===== src/rtl/coh_pkg.sv =====
package coh_pkg;
  typedef enum logic [1:0] {
    LS_EXCL  = 2'd0,
    LS_SHCLN = 2'd1,
    LS_SHMOD = 2'd2,
    LS_MOD   = 2'd3
  } line_st_t;

  typedef enum logic [1:0] {
    BC_NONE = 2'd0,
    BC_READ = 2'd1,
    BC_UPD  = 2'd2,
    BC_WB   = 2'd3
  } bus_cmd_t;

  function automatic logic st_dirty(line_st_t s);
    return (s == LS_SHMOD) || (s == LS_MOD);
  endfunction
endpackage


===== src/rtl/coh_snoop_rule.sv =====
module coh_snoop_rule
  import coh_pkg::*;
(
  input  line_st_t cur_st,
  input  logic     is_upd,
  output line_st_t nxt_st,
  output logic     flush
);
  always_comb begin
    flush  = 1'b0;
    nxt_st = cur_st;
    if (is_upd) begin
      nxt_st = LS_SHCLN;
    end else begin
      flush = st_dirty(cur_st);
      case (cur_st)
        LS_MOD:  nxt_st = LS_SHMOD;
        LS_EXCL: nxt_st = LS_SHCLN;
        default: nxt_st = cur_st;
      endcase
    end
  end
endmodule


===== src/rtl/coh_line_store.sv =====
module coh_line_store
  import coh_pkg::*;
#(
  parameter int IDX_W = 4,
  parameter int TAG_W = 4,
  parameter int DW    = 32
) (
  input  logic             clk,
  input  logic             rst_n,
  input  logic [IDX_W-1:0] rd_idx,
  output logic             rd_valid,
  output logic [TAG_W-1:0] rd_tag,
  output logic [DW-1:0]    rd_data,
  output line_st_t         rd_st,
  input  logic             snp_valid,
  input  logic             snp_is_upd,
  input  logic [IDX_W-1:0] snp_idx,
  input  logic [TAG_W-1:0] snp_tag,
  input  logic [DW-1:0]    snp_wdata,
  output logic             snp_hit,
  output logic             snp_dirty,
  output logic [DW-1:0]    snp_data,
  input  logic             fw_en,
  input  logic [IDX_W-1:0] fw_idx,
  input  logic             fw_valid,
  input  logic [TAG_W-1:0] fw_tag,
  input  logic [DW-1:0]    fw_data,
  input  line_st_t         fw_st
);
  localparam int SETS = 1 << IDX_W;

  logic [SETS-1:0]  vld_q, vld_d;
  logic [TAG_W-1:0] tag_q  [SETS];
  logic [DW-1:0]    data_q [SETS];
  line_st_t         st_q   [SETS];
  line_st_t         snp_nst;
  logic             flush_need;
  logic             snp_we;

  coh_snoop_rule u_rule (
    .cur_st (st_q[snp_idx]),
    .is_upd (snp_is_upd),
    .nxt_st (snp_nst),
    .flush  (flush_need)
  );

  assign rd_valid  = vld_q[rd_idx];
  assign rd_tag    = tag_q[rd_idx];
  assign rd_data   = data_q[rd_idx];
  assign rd_st     = st_q[rd_idx];
  assign snp_hit   = vld_q[snp_idx] && (tag_q[snp_idx] == snp_tag);
  assign snp_dirty = snp_hit && flush_need;
  assign snp_data  = data_q[snp_idx];
  assign snp_we    = snp_valid && snp_hit;

  always_comb begin
    vld_d = vld_q;
    if (fw_en) vld_d[fw_idx] = fw_valid;
  end

  always_ff @(posedge clk or negedge rst_n) begin
    if (!rst_n) vld_q <= '0;
    else        vld_q <= vld_d;
  end

  always_ff @(posedge clk) begin
    if (snp_we) begin
      st_q[snp_idx] <= snp_nst;
      if (snp_is_upd) data_q[snp_idx] <= snp_wdata;
    end
    if (fw_en) begin
      tag_q[fw_idx]  <= fw_tag;
      data_q[fw_idx] <= fw_data;
      st_q[fw_idx]   <= fw_st;
    end
  end
endmodule


===== src/rtl/coh_ctrl_fsm.sv =====
module coh_ctrl_fsm
  import coh_pkg::*;
#(
  parameter int IDX_W = 4,
  parameter int TAG_W = 4,
  parameter int DW    = 32,
  localparam int AW   = TAG_W + IDX_W
) (
  input  logic             clk,
  input  logic             rst_n,
  input  logic             cpu_req,
  input  logic             cpu_we,
  input  logic [AW-1:0]    cpu_addr,
  input  logic [DW-1:0]    cpu_wdata,
  output logic [DW-1:0]    cpu_rdata,
  output logic             cpu_done,
  output logic             bus_req,
  output logic [1:0]       bus_cmd,
  output logic [AW-1:0]    bus_addr,
  output logic [DW-1:0]    bus_wdata,
  input  logic             bus_gnt,
  input  logic [DW-1:0]    bus_rdata,
  input  logic             bus_shared_in,
  input  logic             snp_valid,
  input  logic [IDX_W-1:0] snp_idx,
  output logic [IDX_W-1:0] rd_idx,
  input  logic             rd_valid,
  input  logic [TAG_W-1:0] rd_tag,
  input  logic [DW-1:0]    rd_data,
  input  line_st_t         rd_st,
  output logic             fw_en,
  output logic [IDX_W-1:0] fw_idx,
  output logic             fw_valid,
  output logic [TAG_W-1:0] fw_tag,
  output logic [DW-1:0]    fw_data,
  output line_st_t         fw_st
);
  typedef enum logic [2:0] {ST_IDLE, ST_WB, ST_FILL, ST_UPD, ST_RESP} fsm_t;

  fsm_t          state, nstate;
  logic [AW-1:0] req_addr;
  logic          req_we;
  logic [DW-1:0] req_wdata, rdata_q, rdata_nx;
  logic          acc, rdata_ld, collide, cpu_hit;
  bus_cmd_t      cmd;

  wire [IDX_W-1:0] cpu_idx = cpu_addr[IDX_W-1:0];
  wire [TAG_W-1:0] cpu_tag = cpu_addr[AW-1:IDX_W];
  wire [IDX_W-1:0] req_idx = req_addr[IDX_W-1:0];
  wire [TAG_W-1:0] req_tag = req_addr[AW-1:IDX_W];

  assign rd_idx    = (state == ST_IDLE) ? cpu_idx : req_idx;
  assign collide   = snp_valid && (snp_idx == cpu_idx);
  assign cpu_hit   = rd_valid && (rd_tag == cpu_tag);
  assign cpu_done  = (state == ST_RESP);
  assign cpu_rdata = rdata_q;
  assign bus_cmd   = cmd;

  always_comb begin
    nstate    = state;
    acc       = 1'b0;
    rdata_ld  = 1'b0;
    rdata_nx  = rd_data;
    fw_en     = 1'b0;
    fw_idx    = req_idx;
    fw_valid  = 1'b1;
    fw_tag    = req_tag;
    fw_data   = req_wdata;
    fw_st     = LS_MOD;
    bus_req   = 1'b0;
    cmd       = BC_NONE;
    bus_addr  = req_addr;
    bus_wdata = req_wdata;
    case (state)
      ST_IDLE: if (cpu_req && !collide) begin
        acc = 1'b1;
        if (cpu_hit && !cpu_we) begin
          rdata_ld = 1'b1;
          nstate   = ST_RESP;
        end else if (cpu_hit && !st_dirty(rd_st) && rd_st != LS_EXCL) begin
          nstate = ST_UPD;
        end else if (cpu_hit && rd_st == LS_SHMOD) begin
          nstate = ST_UPD;
        end else if (cpu_hit) begin
          fw_en   = 1'b1;
          fw_idx  = cpu_idx;
          fw_tag  = cpu_tag;
          fw_data = cpu_wdata;
          nstate  = ST_RESP;
        end else begin
          nstate = (rd_valid && st_dirty(rd_st)) ? ST_WB : ST_FILL;
        end
      end
      ST_WB: begin
        if (!(rd_valid && st_dirty(rd_st))) begin
          nstate = ST_FILL;
        end else begin
          bus_req   = 1'b1;
          cmd       = BC_WB;
          bus_addr  = {rd_tag, req_idx};
          bus_wdata = rd_data;
          if (bus_gnt) begin
            fw_en    = 1'b1;
            fw_valid = 1'b0;
            fw_tag   = rd_tag;
            fw_data  = rd_data;
            fw_st    = rd_st;
            nstate   = ST_FILL;
          end
        end
      end
      ST_FILL: begin
        bus_req = 1'b1;
        cmd     = BC_READ;
        if (bus_gnt) begin
          fw_en = 1'b1;
          if (!req_we) begin
            fw_data  = bus_rdata;
            fw_st    = bus_shared_in ? LS_SHCLN : LS_EXCL;
            rdata_ld = 1'b1;
            rdata_nx = bus_rdata;
            nstate   = ST_RESP;
          end else if (bus_shared_in) begin
            fw_data = bus_rdata;
            fw_st   = LS_SHCLN;
            nstate  = ST_UPD;
          end else begin
            nstate = ST_RESP;
          end
        end
      end
      ST_UPD: begin
        bus_req = 1'b1;
        cmd     = BC_UPD;
        if (bus_gnt) begin
          fw_en  = 1'b1;
          fw_st  = bus_shared_in ? LS_SHMOD : LS_MOD;
          nstate = ST_RESP;
        end
      end
      default: nstate = ST_IDLE;
    endcase
  end

  always_ff @(posedge clk or negedge rst_n) begin
    if (!rst_n) state <= ST_IDLE;
    else        state <= nstate;
  end

  always_ff @(posedge clk) begin
    if (acc) begin
      req_addr  <= cpu_addr;
      req_we    <= cpu_we;
      req_wdata <= cpu_wdata;
    end
    if (rdata_ld) rdata_q <= rdata_nx;
  end
endmodule


===== src/rtl/upd_coh_ctrl.sv =====
module upd_coh_ctrl
  import coh_pkg::*;
#(
  parameter int IDX_W = 4,
  parameter int TAG_W = 4,
  parameter int DW    = 32,
  localparam int AW   = TAG_W + IDX_W
) (
  input  logic          clk,
  input  logic          rst_n,
  input  logic          cpu_req,
  input  logic          cpu_we,
  input  logic [AW-1:0] cpu_addr,
  input  logic [DW-1:0] cpu_wdata,
  output logic [DW-1:0] cpu_rdata,
  output logic          cpu_done,
  output logic          bus_req,
  output logic [1:0]    bus_cmd,
  output logic [AW-1:0] bus_addr,
  output logic [DW-1:0] bus_wdata,
  input  logic          bus_gnt,
  input  logic [DW-1:0] bus_rdata,
  input  logic          bus_shared_in,
  input  logic          snp_valid,
  input  logic          snp_is_upd,
  input  logic [AW-1:0] snp_addr,
  input  logic [DW-1:0] snp_wdata,
  output logic          snp_shared,
  output logic          snp_flush,
  output logic [DW-1:0] snp_data
);
  logic [IDX_W-1:0] rd_idx, fw_idx;
  logic             rd_valid, fw_en, fw_valid, snp_hit, snp_dirty;
  logic [TAG_W-1:0] rd_tag, fw_tag;
  logic [DW-1:0]    rd_data, fw_data;
  line_st_t         rd_st, fw_st;

  coh_line_store #(.IDX_W(IDX_W), .TAG_W(TAG_W), .DW(DW)) u_store (
    .clk        (clk),
    .rst_n      (rst_n),
    .rd_idx     (rd_idx),
    .rd_valid   (rd_valid),
    .rd_tag     (rd_tag),
    .rd_data    (rd_data),
    .rd_st      (rd_st),
    .snp_valid  (snp_valid),
    .snp_is_upd (snp_is_upd),
    .snp_idx    (snp_addr[IDX_W-1:0]),
    .snp_tag    (snp_addr[AW-1:IDX_W]),
    .snp_wdata  (snp_wdata),
    .snp_hit    (snp_hit),
    .snp_dirty  (snp_dirty),
    .snp_data   (snp_data),
    .fw_en      (fw_en),
    .fw_idx     (fw_idx),
    .fw_valid   (fw_valid),
    .fw_tag     (fw_tag),
    .fw_data    (fw_data),
    .fw_st      (fw_st)
  );

  coh_ctrl_fsm #(.IDX_W(IDX_W), .TAG_W(TAG_W), .DW(DW)) u_fsm (
    .clk           (clk),
    .rst_n         (rst_n),
    .cpu_req       (cpu_req),
    .cpu_we        (cpu_we),
    .cpu_addr      (cpu_addr),
    .cpu_wdata     (cpu_wdata),
    .cpu_rdata     (cpu_rdata),
    .cpu_done      (cpu_done),
    .bus_req       (bus_req),
    .bus_cmd       (bus_cmd),
    .bus_addr      (bus_addr),
    .bus_wdata     (bus_wdata),
    .bus_gnt       (bus_gnt),
    .bus_rdata     (bus_rdata),
    .bus_shared_in (bus_shared_in),
    .snp_valid     (snp_valid),
    .snp_idx       (snp_addr[IDX_W-1:0]),
    .rd_idx        (rd_idx),
    .rd_valid      (rd_valid),
    .rd_tag        (rd_tag),
    .rd_data       (rd_data),
    .rd_st         (rd_st),
    .fw_en         (fw_en),
    .fw_idx        (fw_idx),
    .fw_valid      (fw_valid),
    .fw_tag        (fw_tag),
    .fw_data       (fw_data),
    .fw_st         (fw_st)
  );

  assign snp_shared = snp_valid && snp_hit;
  assign snp_flush  = snp_valid && !snp_is_upd && snp_dirty;
endmodule


===== config.mk =====
export PLATFORM = sky130hd
export DESIGN_NAME = upd_coh_ctrl
export DESIGN_NICKNAME = d
export VERILOG_FILES = /design/src/rtl/coh_pkg.sv /design/src/rtl/coh_snoop_rule.sv /design/src/rtl/coh_line_store.sv /design/src/rtl/coh_ctrl_fsm.sv /design/src/rtl/upd_coh_ctrl.sv
export SDC_FILE = /design/constraint.sdc
export NUM_CORES = 2
export LEC_CHECK = 0
export BUFFER_PORTS_ARGS = -buffer_cell sky130_fd_sc_hd__buf_2
export CORE_MARGIN = 8
export CORE_UTILIZATION = 60
export CTS_BUF_LIST = sky130_fd_sc_hd__clkbuf_4 sky130_fd_sc_hd__clkbuf_8
export DETAILED_ROUTE_END_ITERATION = 10
export GPL_ROUTABILITY_DRIVEN = 0
export GPL_TIMING_DRIVEN = 0
export PLACE_DENSITY = 0.79
export SYNTH_ARGS = -nofsm -noshare
export SYNTH_HDL_FRONTEND = slang
export SYNTH_HIERARCHICAL = 1
export SYNTH_SLANG_ARGS = --single-unit

===== constraint.sdc =====
create_clock -name clk -period 9.5 [get_ports clk]
set_input_delay 0.95 -clock clk [delete_from_list [all_inputs] [get_ports clk]]
set_output_delay 0.95 -clock clk [all_outputs]
set_load 0.02 [all_outputs]

**Yosys cells after proc, flatten, opt, wreduce, memory -nomap -nowiden**

Memory sizes are Yosys's and may differ from the RTL's.
Cells that the tools add are included.

- Bits in registers: 92
- Bits in writable memories: 608
- Bits of input ports: 120
- Word-level logic and storage cells: 147
- Memories: 3

Memory list:

| memory | words | bits a word | read ports | clocked after Yosys merged registers in | wr ports | line | text |
|---|---|---|---|---|---|---|---|
| u_store.data_q | 16 | 32 | 2 | 0 | 2 | coh_line_store.sv:34 | `logic [DW-1:0] data_q [SETS];` |
| u_store.tag_q | 16 | 4 | 2 | 0 | 1 | coh_line_store.sv:33 | `logic [TAG_W-1:0] tag_q [SETS];` |
| u_store.st_q | 16 | 2 | 2 | 0 | 2 | coh_line_store.sv:35 | `line_st_t st_q [SETS];` |

- Magnitude comparators: 4
- Equal/unequal tests: 15
- Multiplexer cells: 94
- Reductions and logical operators: 25

Operators with widths:

| cell | count |
|---|---|
| 32-bit 2-to-1 mux | 15 |
| 32-bit case mux with 3 select lines | 1 |
| 4-bit 2-to-1 mux | 14 |
| 3-bit 2-to-1 mux | 11 |
| 1-bit 2-to-1 mux | 30 |
| 2-bit 2-to-1 mux | 9 |
| 16-bit bitwise mux | 1 |
| 8-bit 2-to-1 mux | 2 |
| 4-bit by 5-bit < comparator with 1-bit output (second input constant) | 3 |
| 1-bit logical AND | 14 |
| 4-bit == test | 3 |
| 2-bit case mux with 3 select lines | 2 |
| 3-bit case mux with 4 select lines | 1 |
| 1-bit binary-select mux with 4-bit select | 2 |
| 2-bit == test (second input constant) | 4 |
| 4-bit case mux with 2 select lines | 1 |
| 3-bit by 2-bit == test with 1-bit output (second input constant) | 2 |
| 2-bit != test (second input constant) | 3 |
| 1-bit demux with 4-bit select | 1 |
| 4-bit by 1-bit >= comparator with 1-bit output (second input constant) | 1 |
| 1-bit zero test | 4 |
| 1-bit case mux with 2 select lines | 2 |
| 2-bit case mux with 2 select lines | 1 |
| 4-bit AND reduction | 1 |
| other kinds (9) | 10 |

**Longest topological paths before layout**

An unclocked memory read counts as a cell.

- Depth after elaboration: 17
- Depth in mapped cells: 22
- Depth with buffers taken out: 14

**By module**

Netlist, hierarchy kept.

By module, submodules not included:

| module | instances | cells an instance | area each (um^2) |
|---|---|---|---|
| coh_line_store | 1 | 2325 | 35650.4 |
| coh_ctrl_fsm | 1 | 332 | 4563.1 |
| coh_snoop_rule | 1 | 11 | 81.3 |
| upd_coh_ctrl | 1 | 2 | 15.0 |

**Least setup slack after synthesis**

OpenSTA, ideal clock, no wires.

- Path kind: input -> register
- Start: input port cpu_addr[0]
- End: memory u_store.data_q[8][0], enable pin
- Library setup time: 425 ps
- Data arrival time: 6325 ps
- Data required time: 9075 ps
- Path slack: 2750 ps
- Stages: 18
- Path buffers: 7
- Path through: mux2_2 > clkbuf_1 > buf_2 > buf_2 > mux4_2 > mux4_2 > nand2b_1 > o2111ai_1 > nor3_2 > and4_1 > buf_2 > buf_6 > mux2_1 > nand3b_1 > or3_1 > clkbuf_1 > clkbuf_1 > o21ai_1

RTL lines:

| what | line | text |
|---|---|---|
| start, declared | upd_coh_ctrl.sv:13 | `input logic [AW-1:0] cpu_addr,` |
| end, declared | coh_line_store.sv:34 |  |

==> flow_summary.yaml <==
floorplan:
  die_width_um: 275
  coreArea_um2: 66800
  io_pins: 230
  rows: 95
  dieArea_um2: 75700
  start_util: 0.603
  die_h_um: 275
routing:
  wl_per_cell_um: 36.1
  ant_nets: 0
  drc_errors: 0
  num_vias: 29900
  first_iter_violations: 4992
  viasPerCell: 7.43
  drt_wl_total_um: 146000
  drt-pass1-iter-count: 6
cts:
  cts_setup_buffers: 0
  cts_tree: "done"
  holdBufCountCts: 0
  cts_made_buffers: 116
  ctsResizeCount: 0
  clockBufferDepth: 3
  cts_sinks: 700
  cts-htree-levels: 3
  cts_root_buf: "clkbuf_8"
  clk_latency_ns: 0.79
  clkSlewWorstSetupHoldPaths_ns: 0.07
status:
  violations: "capacitance limit, slew limit"
  status: "finished with violations"
power:
  swShare: 0.363
  power_density_nw_per_um2: 236
  power.internal_mw: 6.88
  pwr-share-comb: 0.394
  p_clk_frac: 0.255
  ir_worst_vdd_mv: 0.160
  p_sw_mw: 3.91
  power_mw: 10.8
  p_leak_nw: 16.0
  seq_power_share: 0.351
cells_and_area:
  mostFrequentLayoutCell: "edfxtp_1"
  layout_common_cells: "edfxtp_1 (681), nand2_1 (555), mux2_2 (461)"
  finalNetCount: 3168
  fillerInstances: 4444
  stdcell_count: 4026
  final_util: 0.685
  area_delta_synth_final_pct: 13.6
  finish.instance_area_um2: 45800
  layout-drive-gt1-share: 0.453
critical_path:
  cp_num_buf_inv: 6
  cpMostUsedCell: "clkbuf_1"
  cp_max_fo: 10
  rrSetupSlack_ns: 0.27
  critPathKind: "flip-flop to flip-flop"
  path_depth: 18
  ff2ff_path_depth: 18
  arrival_ns: 9.73
  critPathRequiredTime_ns: 10.00
  cp-start-kind: "flip-flop"
  reg2reg_from: "u_fsm/state[1]"
  reg2reg_to: "u_store/data_q[11][16]"
  path_cells: "buf_6, nor3_4, mux2_2, clkbuf_1, clkbuf_1, mux4_2, mux4_2, nand2b_1, o2111ai_1, nor3_2, and4_1, buf_2, buf_6, mux2_1, nand3b_1, nor2_1, clkbuf_1, mux2_2"
  cp_slowest_cell: "nor2_1"
  cp-startpoint: "u_fsm/state[1]"
  cpPeakStageDelay_ns: 1.31
  end_kind: "flip-flop"
  crit_family: "buffers and inverters"
global_routing:
  antenna_found_initial: 12
  grt_max_degree: 22
  grt_pass1_wl_um: 206000
  grt-ovfl-total: 0
  grt_usage: 0.382
  grt_pass1_vias: 30400
timing:
  finalCritPeriodShare: 0.972
  report.final.slew_viol_count: 11
  tns_ns: 0
  clock_skew_ns: 0.0561
  timing.hold.ws_ns: 0.147
  setup_viol: 0
  min_period_ns: 9.23
  hold_violations: 0
  max_freq_mhz: 108
  tightest_slew_ns: 1.54
  rsz0062_at_grt: "no"
  relSlewSlack: -0.0285
  layout_setup_ws_ns: 0.269
synthesis:
  synth-async-reset-ratio: 0.0271
  ys_types: 69
  synth_ff_type: "edfxtp_1"
  syn_inst: 2670
  syn-cell-area_um2: 40300
  ys_seq_area_frac: 0.519
  synth.avg_cell_area_um2: 15.1
  synth_fp_nets: 2793
  synth-edff-count: 681
  ys.warnings.count: 6
  ys_ff_latch: 700
worst_hold_path:
  hp-class: "input pin to async pin"
place:
  placed_area_um2: 43400
  portBuffers: 229
  place_hpwl_um: 97400
  pre_cts_slack_ns: 0.662
  placed_cells: 3800
run:
  maxCapViolCount: 2
-- routing by layer --
metal  routed length (um)  vias up  GRT usage
met5                  287        -    0.00394
met4                11600       12      0.268
met3                23400      778      0.148
met2                65400     3051      0.573
met1                44900    14700      0.451
li1                     -    11300          -
-- cells by family after synthesis --
| logic type | Yosys count | share of synthesized area |
|---|---|---|
| compound gates | 146 | 0.0315 |
| flops | 700 | 0.519 |
| fa+ha+maj | 3 | 0.000931 |
| buf+inv | 280 | 0.0312 |
| simple gates | 663 | 0.0690 |
| xor+xnor | 9 | 0.00196 |
| mux | 869 | 0.346 |
-- sequential cells by signal, summed over array words and instances (netlist names) --
register         count
u_fsm/req_wdata     32
u_fsm/req_addr       8
u_store/tag_q       64
u_fsm/state          3
u_store/vld_q       16
u_store/st_q        32
u_store/data_q     512
u_fsm/req_we         1
u_fsm/cpu_rdata     32
-- worst reg2reg max path, delay by kind of cell (launching register included) --
family | cells | cell delay (ns)
flops | 1 | 0.37
compound gates | 1 | 0.18
buf+inv | 6 | 3.19
simple gates | 6 | 3.08
mux | 5 | 2.18
-- how the worst max path moves through the flow --
stage	slack (ns)	end
CTS	0.81	u_store/data_q[12][16]
finish	0.27	u_store/data_q[11][16]
global placement	-1.71	u_store/data_q[4][10]
floorplan	2.75	u_store/data_q[8][0]
global route	0.48	u_store/data_q[12][16]
detailed placement	0.66	u_store/data_q[12][16]
-- layout make-up --
cell class / instances / area, um2 / share of cell area
inverter: 18 / 67.6 / 0.00148
clock buffer: 158 / 1910 / 0.0418
sequential: 700 / 20900 / 0.457
antenna: 13 / 32.5 / 0.000710
multi-input combinational: 1690 / 18300 / 0.400
timing repair buffer: 257 / 1830 / 0.0401
buffer: 262 / 1190 / 0.0260
tap: 873 / 1090 / 0.0239
clock inverter: 55 / 422 / 0.00921
-- synth_stat cells, types with 9 or more instances --
| library cell | count | area share |
|---|---|---|
| mux2i_1 | 28 | 0.0070 |
| buf_1 | 23 | 0.0021 |
| clkbuf_1 | 142 | 0.013 |
| mux2_2 | 461 | 0.13 |
| a22o_1 | 33 | 0.0072 |
| buf_2 | 77 | 0.0096 |
| buf_6 | 9 | 0.0025 |
| edfxtp_1 | 681 | 0.51 |
| o21ai_0 | 11 | 0.0014 |
| mux4_2 | 374 | 0.21 |
| nand3_1 | 14 | 0.0017 |
| nand2_1 | 555 | 0.052 |
| buf_4 | 11 | 0.0020 |
| nor2_1 | 19 | 0.0018 |
| nand2b_1 | 16 | 0.0025 |
| dfrtp_1 | 19 | 0.012 |
| a221o_1 | 33 | 0.0082 |
| nor2b_1 | 9 | 0.0014 |
-- power by group through the flow --
stage | sequential, mW | combinational [mW] | clock, mW
2_1_floorplan | 3.86 | 2.67 | 0
3_3_place_gp | 3.85 | 3.92 | 0
3_5_place_dp | 3.85 | 4.09 | 0
4_1_cts | 3.79 | 4.11 | 2.76
5_1_grt | 3.80 | 4.35 | 2.87
6_report | 3.79 | 4.25 | 2.75
(Power assumes the default switching activity.)
